===== src/rtl/fuse_ctl_pkg.sv =====
package fuse_ctl_pkg;
  localparam logic [15:0] UNLOCK_KEY = 16'h3E77;
  localparam int ERR_BIT  = 9;
  localparam int BUSY_BIT = 8;

  // register selector, value equals word offset inside the register window
  typedef enum logic [2:0] {
    SEL_CTRL  = 3'd0,
    SEL_SET   = 3'd1,
    SEL_CLR   = 3'd2,
    SEL_TMG   = 3'd3,
    SEL_RDCMD = 3'd4,
    SEL_SENSE = 3'd5,
    SEL_PDATA = 3'd6,
    SEL_NONE  = 3'd7
  } reg_sel_e;
endpackage


===== src/rtl/fuse_shadow_ram.sv =====
module fuse_shadow_ram #(
  parameter int AW = 7,
  parameter int DW = 32
) (
  input  logic          clk,
  input  logic          we,
  input  logic [AW-1:0] waddr,
  input  logic [DW-1:0] wdata,
  input  logic [AW-1:0] raddr,
  output logic [DW-1:0] rdata
);
  localparam int DEPTH = 1 << AW;

  logic [DW-1:0] mem [DEPTH];

  always_ff @(posedge clk) begin
    if (we) mem[waddr] <= wdata;
    rdata <= mem[raddr];
  end
endmodule


===== src/rtl/fuse_cmd_ctl.sv =====
module fuse_cmd_ctl #(
  parameter int AW = 7,
  parameter int DW = 32
) (
  input  logic          clk,
  input  logic          rst,
  input  logic          start_sense,
  input  logic          start_prog,
  input  logic          key_ok,
  input  logic          err_clr,
  input  logic [AW-1:0] addr_in,
  input  logic [DW-1:0] data_in,
  input  logic          cmd_done,
  output logic          busy,
  output logic          err,
  output logic          cmd_valid,
  output logic          cmd_prog,
  output logic [AW-1:0] cmd_addr,
  output logic [DW-1:0] cmd_wdata,
  output logic          prog_accept,
  output logic          sense_fin,
  output logic          prog_fin
);
  logic req, accept, bad, fin;

  always_comb begin
    req         = start_sense | start_prog;
    accept      = req && !busy && (start_sense || key_ok);
    bad         = req && !accept;
    prog_accept = accept && start_prog;
    fin         = busy && cmd_done;
    sense_fin   = fin && !cmd_prog;
    prog_fin    = fin && cmd_prog;
  end

  always_ff @(posedge clk) begin
    if (rst) begin
      busy      <= 1'b0;
      err       <= 1'b0;
      cmd_valid <= 1'b0;
      cmd_prog  <= 1'b0;
      cmd_addr  <= '0;
      cmd_wdata <= '0;
    end else begin
      cmd_valid <= accept;
      if (accept) begin
        busy      <= 1'b1;
        cmd_prog  <= start_prog;
        cmd_addr  <= addr_in;
        cmd_wdata <= data_in;
      end else if (fin) begin
        busy <= 1'b0;
      end
      if (bad)          err <= 1'b1;
      else if (err_clr) err <= 1'b0;
    end
  end

  // R4 busy holds until the sequencer reports done
  p_busy_hold_r4: assert property (@(posedge clk) disable iff (rst)
    busy && !cmd_done |=> busy);
  // R4 busy only falls after a done pulse
  p_busy_fall_r4: assert property (@(posedge clk) disable iff (rst)
    $fell(busy) |-> $past(cmd_done));
  // R8 no new command pulse while one is running
  p_no_issue_busy_r8: assert property (@(posedge clk) disable iff (rst)
    busy && !cmd_done |=> !cmd_valid);
  // R9 error flag is sticky without a clear request
  p_err_sticky_r9: assert property (@(posedge clk) disable iff (rst)
    err && !err_clr |=> err);
endmodule


===== src/rtl/fuse_ctl_regs.sv =====
module fuse_ctl_regs
  import fuse_ctl_pkg::*;
#(
  parameter int          ADDR_W  = 7,
  parameter int          DW      = 32,
  parameter logic [31:0] TMG_RST = 32'h0021_2005
) (
  input  logic              clk,
  input  logic              rst,
  input  logic              bus_wr,
  input  logic              bus_rd,
  input  logic [ADDR_W:0]   bus_addr,
  input  logic [DW-1:0]     bus_wdata,
  output logic [DW-1:0]     bus_rdata,
  output logic              bus_rvalid,
  output logic [31:0]       tmg_o,
  output logic              cmd_valid,
  output logic              cmd_prog,
  output logic [ADDR_W-1:0] cmd_addr,
  output logic [DW-1:0]     cmd_wdata,
  input  logic              cmd_done,
  input  logic [DW-1:0]     cmd_rdata
);
  localparam int BUS_AW = ADDR_W + 1;

  reg_sel_e          sel;
  logic              sh_hit;
  logic [15:0]       key_q;
  logic [ADDR_W-1:0] addr_q;
  logic [31:0]       tmg_q;
  logic [DW-1:0]     pdata_q, sense_q, reg_rd_q;
  logic              rd_sh_q;
  logic              busy, err, key_ok, prog_accept, sense_fin, prog_fin;
  logic              start_sense, start_prog, err_clr;
  logic              sh_we;
  logic [ADDR_W-1:0] sh_waddr;
  logic [DW-1:0]     sh_wdata, sh_rdata, ctrl_val;

  always_comb begin
    sh_hit = bus_addr[BUS_AW-1];
    if (sh_hit || (bus_addr[BUS_AW-2:3] != '0)) sel = SEL_NONE;
    else                                         sel = reg_sel_e'(bus_addr[2:0]);
    key_ok      = (key_q == UNLOCK_KEY);
    start_sense = bus_wr && (sel == SEL_RDCMD) && bus_wdata[0];
    start_prog  = bus_wr && (sel == SEL_PDATA);
    err_clr     = bus_wr && (sel == SEL_CLR) && bus_wdata[ERR_BIT];
    ctrl_val    = '0;
    ctrl_val[31:16]    = key_q;
    ctrl_val[ERR_BIT]  = err;
    ctrl_val[BUSY_BIT] = busy;
    ctrl_val[ADDR_W-1:0] = addr_q;
    // a reload from a finished program wins over a same-cycle bus write
    sh_we    = prog_fin || (bus_wr && sh_hit);
    sh_waddr = prog_fin ? cmd_addr  : bus_addr[ADDR_W-1:0];
    sh_wdata = prog_fin ? cmd_rdata : bus_wdata;
  end

  fuse_cmd_ctl #(.AW(ADDR_W), .DW(DW)) u_cmd (
    .clk        (clk),
    .rst        (rst),
    .start_sense(start_sense),
    .start_prog (start_prog),
    .key_ok     (key_ok),
    .err_clr    (err_clr),
    .addr_in    (addr_q),
    .data_in    (bus_wdata),
    .cmd_done   (cmd_done),
    .busy       (busy),
    .err        (err),
    .cmd_valid  (cmd_valid),
    .cmd_prog   (cmd_prog),
    .cmd_addr   (cmd_addr),
    .cmd_wdata  (cmd_wdata),
    .prog_accept(prog_accept),
    .sense_fin  (sense_fin),
    .prog_fin   (prog_fin)
  );

  fuse_shadow_ram #(.AW(ADDR_W), .DW(DW)) u_shadow (
    .clk  (clk),
    .we   (sh_we),
    .waddr(sh_waddr),
    .wdata(sh_wdata),
    .raddr(bus_addr[ADDR_W-1:0]),
    .rdata(sh_rdata)
  );

  always_ff @(posedge clk) begin
    if (rst) begin
      key_q      <= '0;
      addr_q     <= '0;
      tmg_q      <= TMG_RST;
      pdata_q    <= '0;
      sense_q    <= '0;
      reg_rd_q   <= '0;
      rd_sh_q    <= 1'b0;
      bus_rvalid <= 1'b0;
    end else begin
      if (prog_accept) begin
        key_q <= '0;
      end else if (bus_wr) begin
        case (sel)
          SEL_CTRL: begin
            key_q  <= bus_wdata[31:16];
            addr_q <= bus_wdata[ADDR_W-1:0];
          end
          SEL_SET: begin
            key_q  <= key_q  | bus_wdata[31:16];
            addr_q <= addr_q | bus_wdata[ADDR_W-1:0];
          end
          SEL_CLR: begin
            key_q  <= key_q  & ~bus_wdata[31:16];
            addr_q <= addr_q & ~bus_wdata[ADDR_W-1:0];
          end
          SEL_TMG: tmg_q <= bus_wdata;
          default: ;
        endcase
      end
      if (start_prog) pdata_q <= bus_wdata;
      if (sense_fin)  sense_q <= cmd_rdata;
      bus_rvalid <= bus_rd;
      rd_sh_q    <= bus_rd && sh_hit;
      if (bus_rd) begin
        case (sel)
          SEL_CTRL, SEL_SET, SEL_CLR: reg_rd_q <= ctrl_val;
          SEL_TMG:   reg_rd_q <= tmg_q;
          SEL_SENSE: reg_rd_q <= sense_q;
          SEL_PDATA: reg_rd_q <= pdata_q;
          default:   reg_rd_q <= '0;
        endcase
      end
    end
  end

  assign bus_rdata = rd_sh_q ? sh_rdata : reg_rd_q;
  assign tmg_o     = tmg_q;

  // R5 a program pulse needs the unlock key in the cycle before
  p_prog_key_r5: assert property (@(posedge clk) disable iff (rst)
    cmd_valid && cmd_prog |-> $past(key_q) == UNLOCK_KEY);
  // R6 the key is gone once a program has been issued
  p_key_clear_r6: assert property (@(posedge clk) disable iff (rst)
    cmd_valid && cmd_prog |-> key_q == '0);
  // R7 a program request without key raises error and issues nothing
  p_bad_prog_r7: assert property (@(posedge clk) disable iff (rst)
    start_prog && !key_ok |=> err && !cmd_valid);
endmodule


===== config.mk =====
export PLATFORM = sky130hd
export DESIGN_NAME = fuse_ctl_regs
export DESIGN_NICKNAME = d
export VERILOG_FILES = /design/src/rtl/fuse_ctl_pkg.sv /design/src/rtl/fuse_shadow_ram.sv /design/src/rtl/fuse_cmd_ctl.sv /design/src/rtl/fuse_ctl_regs.sv
export SDC_FILE = /design/constraint.sdc
export NUM_CORES = 2
export LEC_CHECK = 0
export ABC_AREA = 0
export BUFFER_PORTS_ARGS = -buffer_cell sky130_fd_sc_hd__buf_4
export CORE_UTILIZATION = 55
export DETAILED_ROUTE_END_ITERATION = 10
export GPL_TIMING_DRIVEN = 1
export PLACE_DENSITY = 0.79
export SLEW_MARGIN = 15
export SYNTH_ARGS = -nofsm -noshare
export SYNTH_HDL_FRONTEND = slang
export SYNTH_SLANG_ARGS = --single-unit

===== constraint.sdc =====
create_clock -name clk -period 5.15 [get_ports clk]
set_clock_uncertainty 0.2 [all_clocks]
set_input_delay 1.03 -clock clk [delete_from_list [all_inputs] [get_ports clk]]
set_output_delay 1.03 -clock clk [all_outputs]
set_load 0.01 [all_outputs]

==> impl_metrics.yaml <==
placed_design:
  hpwl_mm: 285.1
  gp_congestion: 0.9850
  dp_slack_ns: -0.2188
  port_buffers: 182
  placement.cell_area_sq_um: 176900
synth:
  ys_ff_latch: 4324
  syn_area_per_cell_sq_um: 20.92
  ys_seq_area_frac: 0.7707
  synthArstFlopShare: 0
  synth-edff-count: 4096
  synthFlopType: "edfxtp_1"
  yosys_warnings: 0
  syn-cell-area_sq_um: 165500
  synthCells: 7913
  syn_nets: 7990
  ys_types: 67
outcome:
  status: "finished, violations left"
  violations: "slew limit"
critical_path:
  path_max_fanout: 40
  worstSetupEndpointType: "register"
  startpoint_type: "input pin"
  cp.arrival_ns: 5.06
  crit_type: "input pin to register"
  required_ns: 5.79
clock_network:
  cts_tree: "yes"
  clk_path_buf_depth: 4
  insertion_delay_ns: 0.98
  cts.sinks: 4324
  clk_pin_slew_ns: 0.07
  cts_hold_buf: 0
  cts_resized: 0
  postCtsSetupRepairBufs: 0
  h-tree-depth: 5
  clock-root-buffer: "clkbuf_16"
  numCtsBuffers: 401
global_route:
  grt_first_pass_wirelength_mm: 709.3
  grt_max_degree: 129
  grt_usage: 0.3394
  grt_remaining_overflow: 0
  grt_antenna_before_repair: 56
  grt_pass1_vias: 91310
final_layout:
  seqCellArea_sq_um: 127600
  fill_cells: 18180
  area_growth_pct: 14.81
  final_common_cell: "edfxtp_1"
  multiInputGateArea_sq_um: 37150
  mostFrequentLayoutCells: "edfxtp_1 (4096), mux4_2 (1018), buf_4 (528)"
  stdcell_area_sq_um: 190000
  layout-drive-gt1-share: 0.2896
  nNetsFinal: 8624
timing:
  grt_setup_unrepaired: "no"
  hold_ws_ns: 0.1441
  period_share: 0.8587
  fin_crit_ns: 4.422
  hold_violations: 0
  max_freq_mhz: 226.1
  slew_headroom: -0.03484
  worst_slack_ns: 0.7276
  slew_viol_final: 1
  tightest_slew_ns: 1.552
  finalSetupViolCount: 0
floorplanning:
  dieArea_sq_um: 303200
  die_w_um: 550.6
  num_rows: 201
  die_y_um: 550.6
  initial_core_util: 0.5526
  core_area_sq_um: 299500
  ios: 183
route:
  via_count: 93520
  dr.pass1.iters: 7
  ant_nets: 0
  drtIter0Drc: 17570
  via_per_inst: 7.272
  drc: 0
  wl_per_cell_um: 40.11
  finalWirelength_mm: 515.8
min_path:
  hold_class: "input pin to register"
pwr:
  p_leak_nw: 59.88
  p_total_mw: 72.79
  ir_drop_v: 0.0003175
  powerDensity_nw_per_um2: 383.1
flow_run:
  maxCapViolCount: 0
-- report_power, final --
part | switching (mW) | internal, mW
registers | 0.177 | 38.5
logic | 2.73 | 1.35
clock network | 13.2 | 16.8
-- final timing paths --
check / startpoint / endpoint / slack (ns) / cells after the start
hold reg to reg: sense_q[5]$_SDFFE_PP0P_ / sense_q[5]$_SDFFE_PP0P_ / 0.26 / 2
hold / removal: cmd_rdata[11] / sense_q[11]$_SDFFE_PP0P_ / 0.14 / 3
setup / recovery: bus_addr[1] / u_shadow.rdata[1]$_DFF_P_ / 0.73 / 11
setup reg to reg: u_cmd.busy$_SDFFE_PP0P_ / u_shadow.mem[73][14]$_DFFE_PP_ / 0.97 / 6
-- critical path, cell delays in order --
cell      delay (ns)
buf_8           0.49
buf_12          0.32
buf_4           0.40
mux2_2          0.38
o21ai_0         0.29
a21oi_1         0.09
o311ai_0        1.08
buf_4           0.34
a221oi_1        0.12
buf_4           0.23
a31o_2          0.22
-- cell type report --
| cell class | instances | share of cell area |
|---|---|---|
| multi-input combinational | 3118 | 0.1955 |
| clock inverter | 241 | 0.01316 |
| tap | 3958 | 0.02606 |
| inverter | 8 | 0.0001975 |
| clock buffer | 485 | 0.05518 |
| sequential | 4324 | 0.6713 |
| antenna | 32 | 0.0004214 |
| timing repair buffer | 694 | 0.03822 |
-- cell families (layout without fill, tap and decap cells) --
family                 after synthesis  after routing  synth area share
flip-flops                        4324           4324            0.7707
multiplexers                      1360           1360            0.1597
AND/OR/NAND/NOR                    951            951           0.02462
AO/OA/AOI/OAI                      807            807           0.03189
buffers and inverters              471           1428           0.01312
other                                0             32                 0
-- layer usage --
| metal | part of all wire | global-route usage | routed length, um | vias to the layer above |
|---|---|---|---|---|
| met5 | 0.00041 | 0 | 209 | - |
| met4 | 0.076 | 0.2140 | 39430 | 32 |
| met3 | 0.16 | 0.1232 | 83400 | 1988 |
| met2 | 0.45 | 0.5076 | 231000 | 9907 |
| met1 | 0.31 | 0.4233 | 161700 | 47390 |
| li1 | - | - | - | 34200 |
-- Yosys cell counts (7+ instances only) --
master	number	share of area
a221oi_1	32	0.0017
and2_1	7	0.00026
a31oi_1	11	0.00042
a21oi_1	248	0.0075
nand2_1	449	0.010
o22ai_1	49	0.0019
nand4_1	17	0.00064
mux4_2	1018	0.14
buf_4	42	0.0019
mux2i_1	273	0.017
o21ai_0	107	0.0032
a211oi_1	34	0.0015
buf_1	71	0.0016
or2_2	7	0.00026
mux2_2	69	0.0047
nand2b_1	11	0.00042
edfxtp_1	4096	0.74
nor2_1	292	0.0066
nor3_1	30	0.00091
nor4_1	10	0.00038
a22o_1	24	0.0013
nor2b_1	25	0.00094
o2111ai_1	8	0.00042
dfxtp_1	228	0.028
nand3_1	64	0.0019
o211ai_1	15	0.00068
buf_2	161	0.0049
o311ai_0	15	0.00079
a22oi_1	195	0.0088
nand3b_1	11	0.00050
clkbuf_1	183	0.0041
o221ai_1	19	0.0010
-- sequential cells by signal, summed over array words and instances, names as in the netlist, 7 cells and up --
| name | count |
|---|---|
| tmg_o | 32 |
| sense_q | 32 |
| u_shadow.mem | 4096 |
| reg_rd_q | 32 |
| u_cmd.cmd_wdata | 32 |
| u_shadow.rdata | 32 |
| addr_q | 7 |
| key_q | 16 |
| pdata_q | 32 |
| u_cmd.cmd_addr | 7 |
-- stage by stage --
stage	TNS (ns)	utilization	instances
after floorplan	0	-	7913
after global placement	-0.1970	0.5907	12100
after detailed placement	-0.2188	0.5907	12100
after CTS	0	0.6341	12830
after global routing	0	0.6342	12840
final	0	0.6344	12860
No activity file was read; power rests on OpenSTA's default activity.
